==> config.mk <==
export PLATFORM = sky130hd
export DESIGN_NAME = intwin_ctrl
export DESIGN_NICKNAME = d
export VERILOG_FILES = /design/src/rtl/intwin_pkg.sv /design/src/rtl/intwin_regs.sv /design/src/rtl/intwin_period_sel.sv /design/src/rtl/intwin_seq.sv /design/src/rtl/intwin_ctrl.sv
export SDC_FILE = /design/constraint.sdc
export NUM_CORES = 1
export LEC_CHECK = 0
export ABC_CLOCK_PERIOD_IN_PS = 3400
export BUFFER_PORTS_ARGS = -buffer_cell sky130_fd_sc_hd__buf_2
export CORE_ASPECT_RATIO = 2
export CORE_UTILIZATION = 30
export DETAILED_ROUTE_END_ITERATION = 7
export SLEW_MARGIN = 20
export SYNTH_ARGS = -nofsm -noshare
export SYNTH_HDL_FRONTEND = slang
export SYNTH_HIERARCHICAL = 1
export SYNTH_SLANG_ARGS = --single-unit
export TNS_END_PERCENT = 1
==> constraint.sdc <==
create_clock -name clk -period 3.4 [get_ports clk]
set_clock_uncertainty 0.15 [all_clocks]
set_input_delay 0.34 -clock clk [delete_from_list [all_inputs] [get_ports clk]]
set_output_delay 0.34 -clock clk [all_outputs]
set_load 0.01 [all_outputs]
==> src/rtl/intwin_pkg.sv <==
// Package: shared encodings for the integration window timer.
// Assumes an 8-bit control register with the period code in bits 1:0.
package intwin_pkg;

    typedef enum logic [1:0] {
        PER_SHORT  = 2'b00,
        PER_MID    = 2'b01,
        PER_LONG   = 2'b10,
        PER_MANUAL = 2'b11
    } per_code_e;

    localparam logic [7:0] CTL_RESET = 8'h02;
    localparam logic [7:0] CTL_WMASK = 8'h1B;
    localparam int         GAIN_BIT  = 4;
    localparam int         MAN_BIT   = 3;

endpackage

==> src/rtl/intwin_regs.sv <==
// Module: control register with reserved-bit masking.
// Exposes the stored value and the value it takes at the next edge,
// so that downstream logic can detect mode changes in the write cycle.
module intwin_regs
    import intwin_pkg::*;
(
    input  logic       clk,
    input  logic       rst_n,
    input  logic       wr_en,
    input  logic [7:0] wr_data,
    output logic [7:0] ctl_q,
    output per_code_e  code_d,
    output logic       man_d
);

    logic [7:0] ctl_d;

    // Next register value: masked write data or hold.
    always_comb begin
        ctl_d = wr_en ? (wr_data & CTL_WMASK) : ctl_q;
    end

    assign code_d = per_code_e'(ctl_d[1:0]);
    assign man_d  = ctl_d[MAN_BIT];

    // Register storage with synchronous reset.
    always_ff @(posedge clk) begin
        if (!rst_n) ctl_q <= CTL_RESET;
        else        ctl_q <= ctl_d;
    end

endmodule

==> src/rtl/intwin_period_sel.sv <==
// Module: maps a fixed period code to its tick count.
// Assumes every tick count is at least 1 and fits in CNT_W bits;
// the manual code returns the longest period, which is unused.
module intwin_period_sel
    import intwin_pkg::*;
#(
    parameter int TICKS_SHORT = 14,
    parameter int TICKS_MID   = 101,
    parameter int TICKS_LONG  = 402,
    parameter int CNT_W       = 16
) (
    input  per_code_e          code,
    output logic [CNT_W-1:0]   period
);

    localparam logic [CNT_W-1:0] LEN_S = CNT_W'(TICKS_SHORT);
    localparam logic [CNT_W-1:0] LEN_M = CNT_W'(TICKS_MID);
    localparam logic [CNT_W-1:0] LEN_L = CNT_W'(TICKS_LONG);

    // Period lookup by code.
    always_comb begin
        case (code)
            PER_SHORT: period = LEN_S;
            PER_MID:   period = LEN_M;
            default:   period = LEN_L;
        endcase
    end

endmodule

==> src/rtl/intwin_seq.sv <==
// Module: window sequencer. Counts ticks, ends fixed windows on period,
// opens and closes software windows on control-bit edges.
// Assumes code/man current and next values come from the register stage.
module intwin_seq
    import intwin_pkg::*;
#(
    parameter int CNT_W = 16
) (
    input  logic             clk,
    input  logic             rst_n,
    input  logic             tick,
    input  per_code_e        code_q,
    input  per_code_e        code_d,
    input  logic             man_q,
    input  logic             man_d,
    input  logic [CNT_W-1:0] period,
    output logic             win_open,
    output logic             win_done,
    output logic [CNT_W-1:0] win_ticks
);

    localparam logic [CNT_W-1:0] CNT_MAX = {CNT_W{1'b1}};
    localparam logic [CNT_W-1:0] CNT_ONE = CNT_W'(1);

    logic [CNT_W-1:0] cnt, cnt_n, cnt_sat, ticks_n;
    logic             done_n;
    logic             fixed_q, sw_open_q, sw_open_d, code_chg;

    assign fixed_q   = (code_q != PER_MANUAL);
    assign sw_open_q = (code_q == PER_MANUAL) && man_q;
    assign sw_open_d = (code_d == PER_MANUAL) && man_d;
    assign code_chg  = (code_d != code_q);
    assign cnt_sat   = (cnt == CNT_MAX) ? cnt : cnt + CNT_ONE;
    assign win_open  = fixed_q || man_q;

    // Next-state decision for counter, done pulse and reported length.
    always_comb begin
        cnt_n   = cnt;
        done_n  = 1'b0;
        ticks_n = win_ticks;
        if (code_chg) begin
            cnt_n = '0;
        end else if (fixed_q) begin
            if (tick) begin
                if (cnt == period - CNT_ONE) begin
                    done_n  = 1'b1;
                    ticks_n = period;
                    cnt_n   = '0;
                end else begin
                    cnt_n = cnt + CNT_ONE;
                end
            end
        end else if (sw_open_q && !sw_open_d) begin
            done_n  = 1'b1;
            ticks_n = tick ? cnt_sat : cnt;
            cnt_n   = '0;
        end else if (!sw_open_q && sw_open_d) begin
            cnt_n = '0;
        end else if (sw_open_q && tick) begin
            cnt_n = cnt_sat;
        end
    end

    // State registers with synchronous reset.
    always_ff @(posedge clk) begin
        if (!rst_n) begin
            cnt       <= '0;
            win_done  <= 1'b0;
            win_ticks <= '0;
        end else begin
            cnt       <= cnt_n;
            win_done  <= done_n;
            win_ticks <= ticks_n;
        end
    end

endmodule

==> src/rtl/intwin_ctrl.sv <==
// Module: top of the integration window timer.
// Ties the control register, period lookup and sequencer together and
// drives the shared gain select. Assumes tick is a single-cycle pulse.
module intwin_ctrl
    import intwin_pkg::*;
#(
    parameter int TICKS_SHORT = 14,
    parameter int TICKS_MID   = 101,
    parameter int TICKS_LONG  = 402,
    parameter int CNT_W       = 16
) (
    input  logic             clk,
    input  logic             rst_n,
    input  logic             tick,
    input  logic             wr_en,
    input  logic [7:0]       wr_data,
    output logic [7:0]       rd_data,
    output logic             gain_hi,
    output logic             win_open,
    output logic             win_done,
    output logic [CNT_W-1:0] win_ticks
);

    logic [7:0]       ctl_q;
    per_code_e        code_q, code_d;
    logic             man_d;
    logic [CNT_W-1:0] period;

    assign code_q  = per_code_e'(ctl_q[1:0]);
    assign rd_data = ctl_q;
    assign gain_hi = ctl_q[GAIN_BIT];

    intwin_regs u_regs (
        .clk     (clk),
        .rst_n   (rst_n),
        .wr_en   (wr_en),
        .wr_data (wr_data),
        .ctl_q   (ctl_q),
        .code_d  (code_d),
        .man_d   (man_d)
    );

    intwin_period_sel #(
        .TICKS_SHORT (TICKS_SHORT),
        .TICKS_MID   (TICKS_MID),
        .TICKS_LONG  (TICKS_LONG),
        .CNT_W       (CNT_W)
    ) u_per (
        .code   (code_q),
        .period (period)
    );

    intwin_seq #(
        .CNT_W (CNT_W)
    ) u_seq (
        .clk       (clk),
        .rst_n     (rst_n),
        .tick      (tick),
        .code_q    (code_q),
        .code_d    (code_d),
        .man_q     (ctl_q[MAN_BIT]),
        .man_d     (man_d),
        .period    (period),
        .win_open  (win_open),
        .win_done  (win_done),
        .win_ticks (win_ticks)
    );

endmodule

==> run_results.csv <==
group,metric,value,unit
sta,max_freq,0.308,GHz
floorplan,pin_count,39,
sta,hold_slack,0.159,ns
clock_tree,numCtsBuffers,5,
sta,period_share,95.6,%
setup_path,crit_path_max_fanout,19,
power_and_ir_drop,p_sw,0.368,mW
logic_synthesis,synth_xor_area_share,6.92,%
power_and_ir_drop,seq_power_share,34.2,%
setup_path,crit_arrival,3.34,ns
logic_synthesis,synth_flop_cell,"dfxtp_1",
power_and_ir_drop,switching_share,28.1,%
setup_path,required,3.49,ns
logic_synthesis,synth-simple-area-share,29.0,%
detailed_routing,drt_first_pass_iters,5,
detailed_routing,wirelength,11500,um
setup_path,r2r.worst_path.cells,12,
global_route,grt_antenna_before_repair,0,
sta,worstMarginPinSlew,0.780,ns
detailed_routing,ant_nets,0,
power_and_ir_drop,leakage,1.61,nW
clock_tree,clk_latency,0.29,ns
logic_synthesis,synth-seq-area-share,21.7,%
sta,hold_viol,0,
setup_path,r2r-start,"u_regs/ctl_q[1]",
sta,period_needed,3.25,ns
logic_synthesis,yosys.area.top_type,"dfxtp_1",
hold_path,hold_end,"u_regs/ctl_q[4]",
sta,fin_setup_tns,0,ns
logic_synthesis,synth_mux_area_share,2.31,%
logic_synthesis,synth_top_area_share,21.7,%
detailed_routing,drt-initial-drc-count,272,
detailed_routing,drc_errors,0,
global_route,grt_pass1_wl,18100,um
setup_path,rrSetupSlack,0.15,ns
logic_synthesis,ys_ff_latch,37,
logic_synthesis,syn-cell-area,0.00342,sq mm
power_and_ir_drop,p_int,0.943,mW
global_route,grt_use_met3,1.61,%
floorplan,die_w,77.5,um
sta,relSlewSlack,48.0,%
logic_synthesis,syn_inst,458,
sta,slew_viol_final,0,
final_layout,area_growth,18.3,%
setup_path,reg2reg_to,"u_seq/win_ticks[2]",
floorplan,dieHeight,153,um
floorplan,die_area,0.0119,sq mm
logic_synthesis,synth_commonest_cells,"37 x clkbuf_1, 37 x dfxtp_1, 35 x nand2_1, 27 x nor2_1",
logic_synthesis,ys_warn_count,6,
clock_tree,cts_root_buf,"clkbuf_16",
hold_path,hp-start,"wr_data[4]",
floorplan,start_util,31.0,%
power_and_ir_drop,power_frac_comb,18.5,%
setup_path,end_kind,"flop",
global_route,gr-total-overflow,0,
global_route,grt_max_degree,35,
logic_synthesis,synth_top_family_by_area,"simple AND/OR/NAND/NOR gates",
global_route,gr-usage-met2,37.3,%
clock_tree,clkSlewWorstSetupHoldPaths,0.06,ns
power_and_ir_drop,powerDensity,324,mW/mm^2
hold_path,holdPathStages,3,
logic_synthesis,avgSynthCellArea,7.46,sq um
logic_synthesis,synth_area_leaders,"dfxtp_1 22%, xnor2_1 4.9%, clkbuf_1 4.1%",
logic_synthesis,synth_compound_area_share,28.7,%
logic_synthesis,synthAdderAreaFrac,0.732,%
global_route,grt_pass1_vias,3758,
setup_path,cp-start-kind,"flop",
power_and_ir_drop,clockPowerShare,47.3,%
floorplan,core.rowCount,54,
clock_tree,clockBufferDepth,2,
clock_tree,cts_tree,"built",
run,maxCapViolations,0,
final_layout,fill_cells,1149,
detailed_routing,vias,3802,
placement,gp_congestion,0.935,
placement,port_buffers,30,
final_layout,nNetsFinal,502,
final_layout,diodes,0,
final_layout,layout-drive-gt1-share,20.2,%
global_route,grt_usage,19.1,%
run_status,status,"finished, final reports clean",
placement,hpwl,8680,um
global_route,grt_busiest_layer,"met2",
global_route,globalRouteMet1Util,17.8,%
power_and_ir_drop,ir_drop,0.191,mV
floorplan,core,0.0110,sq mm
logic_synthesis,synth-edff-count,0,
hold_path,hold_path.class,"primary input to flop",
detailed_routing,vias_per_cell,6.04,
logic_synthesis,ys_types,67,
sta,rsz0062_at_grt,"no",
logic_synthesis,synth_async_sr_flop_share,0,%
clock_tree,cts_max_level,2,
clock_tree,clock-sinks,37,
setup_path,worstSetupPathType,"flop to flop",
detailed_routing,wl_per_cell,18.3,um
sta,setup_viol,0,
[per-stage QoR]
stage,util (%),cell area [sq um],instances,power (mW),setup slack (ns)
after floorplan,-,3450,467,0.624,0.152
after global placement,34.5,3800,617,0.683,0.161
after detailed placement,34.5,3800,617,0.688,0.0808
after CTS,36.2,3990,625,1.31,0.0707
after global routing,36.7,4040,629,1.36,0.00890
final,36.7,4040,629,1.31,0.151
[critical path: stages, from the launching register on]
cell	delay, ns
dfxtp_1	0.43
buf_12	0.19
nor2_1	0.06
buf_4	0.15
or3b_4	0.42
buf_4	0.17
nor3_1	0.17
xnor2_1	0.13
o311ai_4	0.34
buf_4	0.19
nand4_4	0.12
or4_1	0.57
nand3_1	0.09
[kinds of logic after synthesis]
| group | count (synthesis) |
|---|---|
| muxes | 7 |
| adders and majority gates | 2 |
| DFF | 37 |
| xor gates and xnor gates | 27 |
| AOI/OAI and AO/OA | 134 |
| and+or+nand+nor | 178 |
| other | 2 |
| buffers and inverters | 71 |
[registers in the layout, summed over array words and instances (netlist names)]
register	count
u_regs/ctl_q	4
u_seq/win_ticks	16
u_seq/cnt	16
u_seq/win_done	1
[how the worst max path moves through the flow]
stage	startpoint	endpoint	slack, ns	cells past startpoint
2_1_floorplan	u_regs/ctl_q[1]	u_seq/win_ticks[4]	0.15	13
3_3_place_gp	u_regs/ctl_q[1]	u_seq/win_ticks[2]	0.16	11
3_5_place_dp	u_regs/ctl_q[1]	u_seq/win_ticks[2]	0.08	11
4_1_cts	u_regs/ctl_q[1]	u_seq/win_ticks[2]	0.07	11
5_1_grt	u_regs/ctl_q[1]	u_seq/win_ticks[2]	0.009	12
6_report	u_regs/ctl_q[1]	u_seq/win_ticks[2]	0.15	12
[metal layers]
| layer | share of wire [%] | wire, um |
|---|---|---|
| met1 | 36 | 4160 |
| met2 | 55 | 6300 |
| met3 | 2.7 | 313 |
| met4 | 6.5 | 752 |
| met5 | 0 | 0 |
[power groups by stage]
stage                     Combinational (mW)  Sequential [mW]  Clock (mW)
after detailed placement               0.229            0.459           0
after global routing                   0.260            0.450       0.647
final                                  0.242            0.449       0.620
after floorplan                        0.162            0.462           0
after global placement                 0.225            0.458           0
after CTS                              0.230            0.449       0.634
[cell type report]
type	count	area, sq um	share of cell area [%]
Clock buffer	5	125	3.09
Clock inverter	3	65.1	1.61
Inverter	8	30.0	0.743
Multi-Input combinational cell	360	2390	59.0
Sequential cell	37	741	18.3
Tap cell	140	175	4.33
Timing Repair Buffer	76	520	12.9
[cell usage in the layout, fill, tap and decap left out, types with 3 or more instances in the layout]
cell type	Yosys	final
a21o_1	5	5
a21oi_1	25	25
a311o_1	6	6
a31oi_1	11	11
a32oi_1	8	8
and2_1	5	5
and3_1	13	13
and4_1	5	5
buf_2	4	30
buf_4	17	44
clkbuf_16	0	5
conb_1	2	11
dfxtp_1	37	37
inv_1	8	8
mux2_2	3	3
mux2i_1	3	3
nand2_1	35	35
nand2b_1	4	4
nand3_1	25	25
nand4_1	22	22
nor2_1	27	27
nor3_1	7	7
nor4_1	11	11
o2111ai_1	13	13
o211ai_1	3	3
o21a_1	12	12
o21ai_0	12	12
o221ai_1	5	5
o311ai_0	4	3
o31ai_1	4	4
or4_1	8	8
xnor2_1	19	19
xor2_1	8	8
[what timing repair did]
| item | CTS | global route |
|---|---|---|
| resized for setup | 0 | 4 |
| buffers inserted | 0 | 3 |
| endpoints found under the setup margin | 0 | 30 |
| hold buffers | 0 | 0 |
No activity file was read; power rests on OpenSTA's default activity.
